File: src/rtl/conn_cmd_pkg.sv
package conn_cmd_pkg;

  localparam int SESS_W = 2;
  localparam int NSESS  = 1 << SESS_W;
  localparam int WORD_W = SESS_W + 2;

  typedef enum logic [1:0] {
    OP_AOPEN  = 2'b00,
    OP_POPEN  = 2'b01,
    OP_ACLOSE = 2'b10,
    OP_RESET  = 2'b11
  } cmdOp_e;

  typedef enum logic [3:0] {
    ST_IDLE   = 4'h0,
    ST_AOPEN  = 4'h1,
    ST_LISTEN = 4'h2,
    ST_POPEN  = 4'h3,
    ST_READY  = 4'h4,
    ST_QCLOSE = 4'h5,
    ST_ACLOSE = 4'h6,
    ST_PCLOSE = 4'h7,
    ST_ODD    = 4'h8
  } sessSt_e;

  // strobes from control to datapath
  typedef struct packed {
    logic              accept;
    logic [SESS_W-1:0] acceptSess;
    cmdOp_e            acceptOp;
    logic              reject;
    logic [WORD_W-1:0] rejectWord;
    logic              complete;
    logic [SESS_W-1:0] cmplSess;
    logic              cmplOk;
  } strobe_t;

endpackage

File: src/rtl/conn_cmd_ctrl_fsm.sv
module conn_cmd_ctrl_fsm
  import conn_cmd_pkg::*;
#(
  parameter int HOLD_CYCLES = 2
) (
  input  logic                         clk,
  input  logic                         rstN,
  input  logic                         initDone,
  input  logic                         cmdReq,
  input  logic [WORD_W-1:0]            cmdWord,
  input  logic [NSESS-1:0][3:0]        sessState,
  input  logic [NSESS-1:0]             sessBusy,
  input  logic [NSESS-1:0]             engDone,
  input  logic [NSESS-1:0]             engFail,
  output logic                         cmdReady,
  output strobe_t                      strb
);

  localparam int CNT_W = $clog2(HOLD_CYCLES + 1);

  logic [CNT_W-1:0]  holdCnt;
  logic              rejPend;
  logic [WORD_W-1:0] rejWord;
  logic [NSESS-1:0]  donePend;
  logic [NSESS-1:0]  okPend;
  logic [NSESS-1:0]  newDone;
  logic [NSESS-1:0]  grantMask;
  logic [SESS_W-1:0] grantSess;
  logic              grantVld;
  logic              accepted;
  logic              legal;
  logic [SESS_W-1:0] reqSess;
  cmdOp_e            reqOp;
  logic [3:0]        curSt;
  logic              curBusy;

  assign cmdReady = rstN && initDone && (holdCnt == '0);
  assign accepted = cmdReq && cmdReady;
  assign reqSess  = cmdWord[WORD_W-1:2];
  assign reqOp    = cmdOp_e'(cmdWord[1:0]);
  assign curSt    = sessState[reqSess];
  assign curBusy  = sessBusy[reqSess];

  // legality of the incoming command against the session state
  always_comb begin
    unique case (reqOp)
      OP_AOPEN, OP_POPEN: legal = !curBusy && (curSt == ST_IDLE);
      OP_ACLOSE:          legal = !curBusy && (curSt == ST_READY);
      default:            legal = !curBusy && (curSt != ST_IDLE);
    endcase
  end

  // rejection first, then the lowest pending session
  always_comb begin
    grantVld  = 1'b0;
    grantSess = '0;
    grantMask = '0;
    if (!rejPend) begin
      for (int i = NSESS - 1; i >= 0; i--) begin
        if (donePend[i]) begin
          grantVld  = 1'b1;
          grantSess = SESS_W'(i);
        end
      end
      if (grantVld) grantMask[grantSess] = 1'b1;
    end
  end

  assign newDone = engDone & sessBusy & ~donePend;

  always_ff @(posedge clk) begin
    if (!rstN) begin
      holdCnt  <= '0;
      rejPend  <= 1'b0;
      rejWord  <= '0;
      donePend <= '0;
      okPend   <= '0;
    end else begin
      if (accepted)             holdCnt <= CNT_W'(HOLD_CYCLES);
      else if (holdCnt != '0)   holdCnt <= holdCnt - 1'b1;
      rejPend <= accepted && !legal;
      if (accepted)             rejWord <= cmdWord;
      donePend <= (donePend & ~grantMask) | newDone;
      for (int i = 0; i < NSESS; i++) begin
        if (newDone[i]) okPend[i] <= !engFail[i];
      end
    end
  end

  always_comb begin
    strb            = '0;
    strb.accept     = accepted && legal;
    strb.acceptSess = reqSess;
    strb.acceptOp   = reqOp;
    strb.reject     = rejPend;
    strb.rejectWord = rejWord;
    strb.complete   = grantVld;
    strb.cmplSess   = grantSess;
    strb.cmplOk     = okPend[grantSess];
  end

  AST_HOLD_TWO: assert property (@(posedge clk) disable iff (!rstN)
    accepted |=> !cmdReady ##1 !cmdReady);

  AST_ONE_SOURCE: assert property (@(posedge clk) disable iff (!rstN)
    $onehot0({rejPend, grantVld}));

endmodule

File: src/rtl/conn_cmd_dpath.sv
module conn_cmd_dpath
  import conn_cmd_pkg::*;
(
  input  logic                  clk,
  input  logic                  rstN,
  input  strobe_t               strb,
  output logic [NSESS-1:0][3:0] sessState,
  output logic [NSESS-1:0]      sessBusy,
  output logic [NSESS-1:0]      connOn,
  output logic [NSESS-1:0]      engReq,
  output logic [1:0]            engOp,
  output logic                  cmdDone,
  output logic [WORD_W:0]       cmdStatus
);

  logic [NSESS-1:0][1:0] sessOp;

  for (genvar i = 0; i < NSESS; i++) begin : g_sess
    logic hitAcc;
    logic hitCmp;
    assign hitAcc = strb.accept   && (strb.acceptSess == SESS_W'(i));
    assign hitCmp = strb.complete && (strb.cmplSess   == SESS_W'(i));

    always_ff @(posedge clk) begin
      if (!rstN) begin
        sessState[i] <= ST_IDLE;
        sessBusy[i]  <= 1'b0;
        sessOp[i]    <= OP_AOPEN;
        connOn[i]    <= 1'b0;
        engReq[i]    <= 1'b0;
      end else begin
        engReq[i] <= hitAcc;
        if (hitAcc) begin
          sessBusy[i] <= 1'b1;
          sessOp[i]   <= strb.acceptOp;
          unique case (strb.acceptOp)
            OP_AOPEN:  sessState[i] <= ST_AOPEN;
            OP_POPEN:  sessState[i] <= ST_LISTEN;
            OP_ACLOSE: sessState[i] <= ST_ACLOSE;
            default:   sessState[i] <= sessState[i];
          endcase
        end else if (hitCmp) begin
          sessBusy[i] <= 1'b0;
          unique case (cmdOp_e'(sessOp[i]))
            OP_AOPEN, OP_POPEN: begin
              sessState[i] <= strb.cmplOk ? ST_READY : ST_IDLE;
              connOn[i]    <= strb.cmplOk;
            end
            OP_ACLOSE: begin
              sessState[i] <= strb.cmplOk ? ST_IDLE : ST_READY;
              connOn[i]    <= !strb.cmplOk;
            end
            default: begin
              sessState[i] <= strb.cmplOk ? ST_IDLE : ST_ODD;
              connOn[i]    <= 1'b0;
            end
          endcase
        end
      end
    end

    AST_CONN_READY: assert property (@(posedge clk) disable iff (!rstN)
      (connOn[i] && !sessBusy[i]) |-> (sessState[i] == ST_READY));

    AST_IDLE_OFF: assert property (@(posedge clk) disable iff (!rstN)
      (sessState[i] == ST_IDLE) |-> !connOn[i]);
  end

  always_ff @(posedge clk) begin
    if (!rstN) begin
      engOp     <= OP_AOPEN;
      cmdDone   <= 1'b0;
      cmdStatus <= '0;
    end else begin
      if (strb.accept) engOp <= strb.acceptOp;
      cmdDone <= strb.reject || strb.complete;
      if (strb.reject)
        cmdStatus <= {1'b0, strb.rejectWord};
      else if (strb.complete)
        cmdStatus <= {strb.cmplOk, strb.cmplSess, sessOp[strb.cmplSess]};
    end
  end

  AST_REJ_NO_FWD: assert property (@(posedge clk) disable iff (!rstN)
    strb.reject |-> (engReq == '0));

endmodule

File: src/rtl/conn_cmd_ctrl.sv
module conn_cmd_ctrl
  import conn_cmd_pkg::*;
#(
  parameter int HOLD_CYCLES = 2
) (
  input  logic                 clk,
  input  logic                 rstN,
  input  logic                 initDone,
  input  logic                 cmdReq,
  input  logic [WORD_W-1:0]    cmdWord,
  output logic                 cmdReady,
  output logic                 cmdDone,
  output logic [WORD_W:0]      cmdStatus,
  output logic [NSESS-1:0]     engReq,
  output logic [1:0]           engOp,
  input  logic [NSESS-1:0]     engDone,
  input  logic [NSESS-1:0]     engFail,
  output logic [NSESS-1:0]     connOn,
  output logic [4*NSESS-1:0]   sessState
);

  strobe_t               strb;
  logic [NSESS-1:0][3:0] stArr;
  logic [NSESS-1:0]      busy;

  conn_cmd_ctrl_fsm #(.HOLD_CYCLES(HOLD_CYCLES)) u_fsm (
    .clk       (clk),
    .rstN      (rstN),
    .initDone  (initDone),
    .cmdReq    (cmdReq),
    .cmdWord   (cmdWord),
    .sessState (stArr),
    .sessBusy  (busy),
    .engDone   (engDone),
    .engFail   (engFail),
    .cmdReady  (cmdReady),
    .strb      (strb)
  );

  conn_cmd_dpath u_dpath (
    .clk       (clk),
    .rstN      (rstN),
    .strb      (strb),
    .sessState (stArr),
    .sessBusy  (busy),
    .connOn    (connOn),
    .engReq    (engReq),
    .engOp     (engOp),
    .cmdDone   (cmdDone),
    .cmdStatus (cmdStatus)
  );

  assign sessState = stArr;

endmodule

File: config.mk
export PLATFORM = sky130hd
export DESIGN_NAME = conn_cmd_ctrl
export DESIGN_NICKNAME = d
export VERILOG_FILES = /design/src/rtl/conn_cmd_pkg.sv /design/src/rtl/conn_cmd_ctrl_fsm.sv /design/src/rtl/conn_cmd_dpath.sv /design/src/rtl/conn_cmd_ctrl.sv
export SDC_FILE = /design/constraint.sdc
export NUM_CORES = 1
export LEC_CHECK = 0
export BUFFER_PORTS_ARGS = -buffer_cell sky130_fd_sc_hd__buf_4
export CORE_ASPECT_RATIO = 0.9
export CORE_MARGIN = 5
export CORE_UTILIZATION = 50
export DETAILED_ROUTE_END_ITERATION = 10
export GPL_TIMING_DRIVEN = 1
export PLACE_DENSITY = 0.75
export SYNTH_ARGS = -nofsm -noshare
export SYNTH_HDL_FRONTEND = slang
export SYNTH_SLANG_ARGS = --single-unit
File: constraint.sdc
create_clock -name clk -period 2.4 [get_ports clk]
set_input_delay 0.24 -clock clk [delete_from_list [all_inputs] [get_ports clk]]
set_output_delay 0.24 -clock clk [all_outputs]
set_load 0.005 [all_outputs]
==> Yosys cells after proc, flatten, opt, wreduce, memory -nomap -nowiden <==
Cells that the tools add are included.
{ "word_totals": {"register_bits": 59, "input_bits": 16} }
{ "classes": {"n_addsub": 1, "order_cmp": 4, "eq_ne": 21, "mux": 57, "bitwise_logic": 11, "reduce_logical": 57} }
{ "op_table": {"columns": ["op", "count"], "rows": [
  ["$mux W4", 14],
  ["$pmux W4 S2", 4],
  ["$eq A2 B2 Y1 const B", 9],
  ["$mux W2", 9],
  ["$logic_and A1 B1 Y1", 17],
  ["$mux W1", 17],
  ["$logic_not A2 Y1", 8],
  ["$ne A4 B4 Y1 const B", 4],
  ["$reduce_and A2 Y1", 8],
  ["$eq A2 B1 Y1 const B", 7],
  ["$reduce_bool A2 Y1", 7],
  ["$reduce_or A2 Y1", 7],
  ["$and A4 B4 Y4", 3],
  ["$pmux W4 S3", 1],
  ["$pmux W1 S2", 5],
  ["$lt A2 B3 Y1 const B", 3],
  ["$bmux W4 S2", 1],
  ["$not A4 Y4", 2],
  ["$logic_not A1 Y1", 7],
  ["$mux W3", 2],
  ["$not A1 Y1", 5],
  ["$bmux W1 S2", 2],
  ["$bmux W2 S2", 1],
  ["$eq A4 B3 Y1 const B", 1],
  ["7 further kinds", 7]
]} }

==> Logic depth before layout (Yosys ltp) <==
Gate-level depths: netlist (run 1).
{ "logic_depth": {"ltp_word": 14, "ltp_mapped": 10} }

==> Hierarchy <==
Synthesis (run 1) repeated with hierarchy kept, for this count alone.
{ "unflattened": {"hier_cells": 303, "area_unflattened_um2": 2678.8} }
{ "modules_own_cells": {"columns": ["module", "instances", "cells_per_inst", "area_each_um2", "seq_area_each_um2"], "rows": [
  ["conn_cmd_dpath", 1, 213, 1879.3, 880.8],
  ["conn_cmd_ctrl_fsm", 1, 90, 799.5, 300.3]
]} }

==> Worst setup path before layout (run 1) <==
No wires, ideal clock.
{ "synth_timing": {"path_type": "register -> register", "startpoint": "register u_dpath.sessState[14] in the netlist's numbering", "endpoint": "register u_dpath.sessState[12] in the netlist's numbering", "t_arrival_ps": 2512, "t_required_ps": 2278, "path_slack_ps": -234, "path_stages_with_launch": 8, "path_buffers": 1, "cell_sequence": "dfxtp_1 -> mux4_2 -> mux2_4 -> or2_4 -> or4_1 -> buf_2 -> and4_4 -> a311o_1"} }
{ "synth_via": {"elab_chain_cells": 9} }
{ "synth_rtl": {"columns": ["item", "line_no", "text"], "rows": [
  ["start: declaration", "conn_cmd_dpath.sv:7", "output logic [NSESS-1:0][3:0] sessState,"],
  ["start signal: indexed assignment", "conn_cmd_dpath.sv:40", "default: sessState[i] <= sessState[i];"],
  ["start signal: indexed assignment", "conn_cmd_dpath.sv:46", "sessState[i] <= strb.cmplOk ? ST_READY : ST_IDLE;"],
  ["start signal: indexed assignment", "conn_cmd_dpath.sv:50", "sessState[i] <= strb.cmplOk ? ST_IDLE : ST_READY;"],
  ["$bmux W4 S2 *", "conn_cmd_ctrl_fsm.sv:41", "assign curSt = sessState[reqSess];"],
  ["$mux W4 (implied by the code) *", "conn_cmd_ctrl_fsm.sv:41", null],
  ["$eq A4 B3 Y1, or another cell as far along", "conn_cmd_ctrl_fsm.sv:48", "OP_ACLOSE: legal = !curBusy && (curSt == ST_READY);"],
  ["$logic_and A1 B1 Y1, on equally long branches", "conn_cmd_ctrl_fsm.sv:48, conn_cmd_ctrl_fsm.sv:47, conn_cmd_ctrl_fsm.sv:49", null],
  ["$pmux W1 S2 *", "conn_cmd_ctrl_fsm.sv:46", "unique case (reqOp)"],
  ["$logic_and A1 B1 Y1 *", "conn_cmd_ctrl_fsm.sv:92", "strb.accept = accepted && legal;"],
  ["$logic_and A1 B1 Y1 *", "conn_cmd_dpath.sv:21", "assign hitAcc = strb.accept && (strb.acceptSess == SESS_W'(i));"],
  ["$ne A4 B4 Y1 (no line) or $reduce_bool A2 Y1 (tied branches)", null, null],
  ["$reduce_and A2 Y1 (no line)", null, null]
]} }
Every way passes the cells marked *; elsewhere a longest branch is shown, timed or not. The select of a mux whose other input is x is not followed.
A chain may end at the register's enable or synchronous reset.

==> Worst setup path in the final report (run 1) <==
{ "layout_timing": {"startpoint": "register u_dpath.sessState[14] in the netlist's numbering", "endpoint": "register u_dpath.sessState[1] in the netlist's numbering"} }
Same word-level chain as after synthesis.

==> metrics.txt, run 1 <==
kind of critical path flop to flop; Worst Hold Depth 2; cell area after synthesis 2818 µm²; Worst setup SP type flop; EDFF count, synth 0; wirelength, routed 9035 µm; clk_lat worst skew 0.35 ns; Ys Warns 0; most common cell after layout, fill and taps aside buf_4; Total Routing Usage GR 0.2591; starting density of the core 0.5065; placed cell count 486; Compound-Gate Fraction of Synth Area 0.1758; Hold Crit Class primary input to flop; FP Rows 26; Worst Reg-to-Reg Cells 6; most frequent cells in the layout buf_4 (99), dfxtp_1 (58), nand2_1 (43), nor2_1 (31), a21oi_1 (20); Worst Slack Setup Final -0.1214 ns; drc violations 0; Rel. slew slack 0.5446; Vias/cell approximately 6; Final Hold Vio Count 0; # setup viols final 11; sequential-to-total area share from yosys stat 0.4192; port bufs 48; Post-synth ARST share 0; post-layout util 0.7101; post-synthesis adder-cell area fraction 0.01776; total vias in the final route 2974; clock-pin transition on the worst setup and hold timing paths 0.07 ns; num ports 49; Die Y-Extent 81.22 µm; slew of the pin with the lowest slew margin 0.6779 ns; Max IR drop VDD 0.4188 mV; Synth Area in Simple Gates 0.2824; Crit Path Max Fanout 5; LEAKAGE 0.001720 µW; vias in the first global route roughly 2800; Layout Cells excl Fill 506; H-tree levels 3; run status complete, but fails checks; hold slack final 0.06054 ns; RD Place Congestion 0.9053; Hold Startpoint engFail[2]; Final Total Pwr 2282 µW; fill count 449; Synth Net Count ~360; hold endpoint u_fsm.okPend[2]; R2R Setup Slk -0.12 ns; Cells after Synth 337; detailed placement HPWL between 6000 and 7000 µm; root buf cell clkbuf_8; synthesized area per cell 8.361 µm²; wire per inst 17.86 µm; global-route wire length before repair 14170 µm; failing checks setup timing; CP Data Arrival Time about 2.8 ns; area grow syn2layout 40.19%; Overflow after GRT 0; Pwr Density 577.7 nW/µm²; reg-to-reg startpoint u_dpath.sessState[14]; final-stage net count 451; TritonCTS Buffers 9; max-slew violations 0; CTS sink count 59; Clock Path Buffers 2; RSZ-0062 raised after global routing yes; data required time of the critical path 2.65 ns; Chip Width 89.13 µm; Pre-Repair DR Iteration Count 7; post-synthesis register bit count 59; max frequency a little under 0.4 GHz; mux cell area share after synthesis 0.06083; max-cap violations 0; 1st-iter DRT viols 228; CP endpoint kind flop; post-route ant nets 0; share of cells above drive strength 1 0.3372; main combinational cell family by area after synthesis simple AND/OR/NAND/NOR gates; xor/xnor cell area share of the yosys netlist 0; largest net degree at the start of global routing 45; Synth cell types 56; ys flop type dfxtp_1; clk_skew ~0.0089 ns; die area 7239 µm²; Final Critical Period 2.521 ns; Core ar. approximately 5600 µm²; initial antenna violation count 0; number of inserted diodes 0; final worst-path cycle share 1.051; worst reg2reg endpoint u_dpath.sessState[1]; CTS tree done
[synthesized netlist by cell type (10+ instances only)]
cell | instances | area [µm²]
dfxtp_1 | 59 | 1181
nand2_1 | 44 | 165.2
nor2_1 | 31 | 116.4
a21oi_1 | 22 | 110.1
nand3_1 | 20 | 100.1
clkbuf_1 | 15 | 56.30
nand4_1 | 11 | 68.82
a211oi_1 | 10 | 75.07
inv_1 | 10 | 37.54
mux2i_1 | 10 | 100.1
nor3_1 | 10 | 50.05
o21ai_0 | 10 | 50.05
[routing by layer]
| layer | vias to the layer above | wire, µm | track usage |
|---|---|---|---|
| li1 | 1411 | - | - |
| met1 | 1434 | 4109 | 0.3439 |
| met2 | 106 | 4150 | 0.3991 |
| met3 | 23 | 491 | 0.06694 |
| met4 | 0 | 284 | 0.1057 |
| met5 | - | 0 | 0 |
[sequential cells by signal, indices dropped and copies added, names as in the netlist]
register and count:
u_fsm.rejWord 4, u_fsm.donePend 4, u_dpath.sessOp 8, u_fsm.okPend 4, u_dpath.cmdDone 1, u_dpath.sessState 16, u_fsm.holdCnt 2, u_dpath.engOp 2
u_fsm.rejPend 1, u_dpath.engReq 4, u_dpath.cmdStatus 5, u_dpath.connOn 4, u_dpath.sessBusy 4
[per-stage QoR]
stage	cell area [µm²]	TNS (ns)	setup WS [ns]
3_5_place_dp	3585	-2.442	-0.2425
6_report	3950	-0.3629	-0.1214
5_1_grt	3950	-1.777	-0.1696
3_3_place_gp	3585	-1.529	-0.1675
2_1_floorplan	2829	-0.3063	-0.1068
4_1_cts	3908	-0.2966	-0.1182
[timing repair]
action / CTS / global route
hold buffers: 0 / 0
setup buffers: 3 / 0
gates resized for setup: 12 / 12
setup endpoints to repair: 26 / 26
pin swaps: 3 / 5
gates cloned: 0 / 1
[layout make-up]
cell class	instances	area (µm²)	area share
clock buffers	12	155.1	0.03928
clock inverters	4	72.57	0.01837
inverters	10	37.54	0.009503
multi-input cells	246	1602	0.4054
flip-flops and latches	59	1182	0.2993
well taps	70	87.58	0.02217
repair buffers	105	813.3	0.2059
[logic make-up after synthesis]
kind of cell / count (synthesis)
AOI/OAI and AO/OA: 74
adders and majority gates: 4
buffers and inverters: 32
DFF: 59
muxes: 14
and+or+nand+nor: 154
[worst max-delay path by stage]
stage	depth (start not counted)	start	end	slack (ns)
finish	6	u_dpath.sessState[14]	u_dpath.sessState[1]	-0.12
floorplan	6	u_dpath.sessState[14]	u_dpath.sessState[1]	-0.11
CTS	6	u_dpath.sessState[14]	u_dpath.sessState[1]	-0.12
global placement	7	cmdWord[3]	u_dpath.sessState[1]	-0.17
detailed placement	7	cmdWord[3]	u_dpath.sessState[1]	-0.24
global route	6	u_dpath.sessState[14]	u_dpath.sessState[1]	-0.17
[critical path, stage by stage, from the launching register on]
cell      delay [ns]
dfxtp_2         0.33
mux4_2          0.49
mux2_4          0.32
or2_4           0.25
or4_4           0.45
or4_4           0.50
o311ai_2        0.08
[power breakdown]
group | total [µW] | switching (µW) | internal (µW) | leakage [µW]
Clock | 1050 | 409 | 640 | 0.000113
Combinational | 231 | 127 | 104 | 0.00113
Sequential | 1000 | 9.74 | 992 | 0.000477
Total | 2280 | 546 | 1740 | 0.00172
No activity file was read; power rests on OpenSTA's default activity.
==> run 2, diff against run 1 <==
==> constraint.sdc (replaced) <==
create_clock -name clk -period 2.1 [get_ports clk]
set_input_delay 0.21 -clock clk [delete_from_list [all_inputs] [get_ports clk]]
set_output_delay 0.21 -clock clk [all_outputs]
set_load 0.005 [all_outputs]
==> run 2 against run 1 <==
The run still ends with setup timing left. Total power grew 12%. Combinational power increased by 33%. Clock power increased by 6%. Non-clock buffer count grew 31. Die area is the same. Critical endpoint unchanged.
==> metrics.txt, run 2 (synthesis results as in run 1) <==
run status complete, but fails checks; failing checks setup timing; Worst Hold Depth 2; RD Place Congestion a little over 0.9; Crit Path Max Fanout 4; most used cell, CP or4_4; data required time of the critical path 2.36 ns; wire per inst 18.14 µm; P_int about 1900 µW; R2R Setup Slk -0.46 ns; Rel. slew slack 0.5664; Final Hold Vio Count 0; slowest stage cell, crit path mux4_2; Pwr Density 593.6 nW/µm²; LEAKAGE ~0.0019 µW; hold endpoint u_fsm.okPend[0]; detailed placement HPWL roughly 6600 µm; fill count 383; Clock Path Buffers 2; Worst setup SP type flop; initial antenna violation count 0; number of inserted diodes 0; clock-pin transition on the worst setup and hold timing paths ~0.070 ns; largest net degree at the start of global routing 45; Total Routing Usage GR 0.2787; root buf cell clkbuf_8; Core ar. 5563 µm²; area grow syn2layout 52.93%; setup_tns -11.55 ns; total vias in the final route 3221; wirelength, routed between 9000 and 10000 µm; CP endpoint kind flop; Pre-Repair DR Iteration Count 6; Crit path max-delay family simple AND/OR/NAND/NOR gates; slew of the pin with the lowest slew margin 0.6491 ns; Final Critical Period 2.555 ns; H-tree levels 3; Largest regs u_dpath.sessState: 16 flops, u_dpath.sessOp: 8 flops, u_dpath.cmdStatus: 5 flops; starting density of the core 0.5065; max-slew violations 0; crit-path max cell delay 0.50 ns; global-route wire length before repair ~15000 µm; Vias/cell approximately 6; CTS tree done; Hold Startpoint engFail[0]; port bufs 48; Sw Ratio 0.2508; Crit path buffers/inverters 0; RSZ-0062 raised after global routing yes; TritonCTS Buffers 9; # setup viols final 38; num ports 49; max reg flops 16; 1st-iter DRT viols about 300; Flop pwr share 0.447; FP Rows 26; CTS Hold Buffers Added 0; most frequent cells in the layout buf_4 (126), dfxtp_1 (56), nand2_1 (42), nor2_1 (30), a21oi_1 (18); Hold Crit Class primary input to flop; Final Cell Area between 4000 and 5000 µm²; clk_skew 0.007497 ns; final-stage net count 482; clock network power share 0.433; critical path cell sequence mux4_2, mux2_4, or2_4, or4_4, or4_4, o311ai_2; largest reg by FF count u_dpath.sessState; share of cells above drive strength 1 0.4240; CTS sink count 59; Overflow after GRT 0; final worst-path cycle share 1.217; Chip Width 89.13 µm; worst reg2reg endpoint u_dpath.sessState[1]; most common cell after layout, fill and taps aside buf_4; Placed Area between 3000 and 4000 µm²; combinational share of power 0.120; Worst Reg-to-Reg Cells 6; kind of critical path flop to flop; Die Y-Extent 81.22 µm; post-route ant nets 0; CP Data Arrival Time 2.81 ns; max-cap violations 0; footprint of the multi-input gates 1708 µm²; vias in the first global route about 3000; die area 7239 µm²; reg-to-reg startpoint u_dpath.sessState[14]; drc violations 0; Worst Slack Setup Final -0.4551 ns; sw power between 600 and 700 µW; max frequency 0.3914 GHz; clk_lat worst skew 0.35 ns; Final Total Pwr 2558 µW; Max IR drop VDD around 0.57 mV; Sequential cell area 1185 µm²
## run 2: routing by layer
layer / up-vias / global-route usage / share of wire
met5: - / 0 / 0
met4: 0 / 0.1116 / 0.033
met3: 36 / 0.08215 / 0.084
met2: 171 / 0.4566 / 0.48
met1: 1537 / 0.3418 / 0.40
li1: 1477 / - / -
## run 2: metrics by stage
step	utilization	hold WS, ns	std cells	setup slack [ns]
3_5_place_dp	0.6806	0.3938	511	-0.5286
3_3_place_gp	0.6806	0.3903	511	-0.4338
6_report	0.7746	0.03038	537	-0.4551
5_1_grt	0.7746	0.01824	537	-0.4783
4_1_cts	0.7533	0.02239	534	-0.4094
2_1_floorplan	-	0.3056	337	-0.4066
## run 2: worst register-to-register path: stages (launching register included)
cell and delay (ns):
dfxtp_2 0.33, mux4_2 0.50, mux2_4 0.33, or2_4 0.26, or4_4 0.47, or4_4 0.50, o311ai_2 0.08
## run 2: worst max path at each step
| stage | cells past startpoint | endpoint | start |
|---|---|---|---|
| floorplan | 6 | u_dpath.sessState[1] | u_dpath.sessState[14] |
| global placement | 7 | u_dpath.sessState[1] | cmdWord[3] |
| detailed placement | 7 | u_dpath.sessState[1] | cmdWord[3] |
| CTS | 6 | u_dpath.sessState[1] | u_dpath.sessState[14] |
| global route | 9 | u_dpath.sessOp[2] | u_dpath.sessState[6] |
| finish | 6 | u_dpath.sessState[1] | u_dpath.sessState[14] |
## run 2: cell type report
class / instances / area share
multi-input cells: 246 / 0.3963
flip-flops and latches: 59 / 0.2750
repair buffers: 136 / 0.2491
clock buffers: 12 / 0.03833
well taps: 70 / 0.02033
clock inverters: 4 / 0.01103
inverters: 10 / 0.009872
## run 2: what timing repair did
action / in CTS / in global routing
resized for setup: 36 / 17
pin swaps: 14 / 4
gates cloned: 1 / 1
setup buffers: 6 / 2
setup endpoints to repair: 36 / 39
## run 2: power groups by stage
stage               logic (µW)  registers [µW]  clock network [µW]
floorplan                  118            1170                   0
global placement           251            1170                   0
detailed placement         255            1170                   0
CTS                        286            1140                1120
global route               325            1140                1180
finish                     307            1140                1110
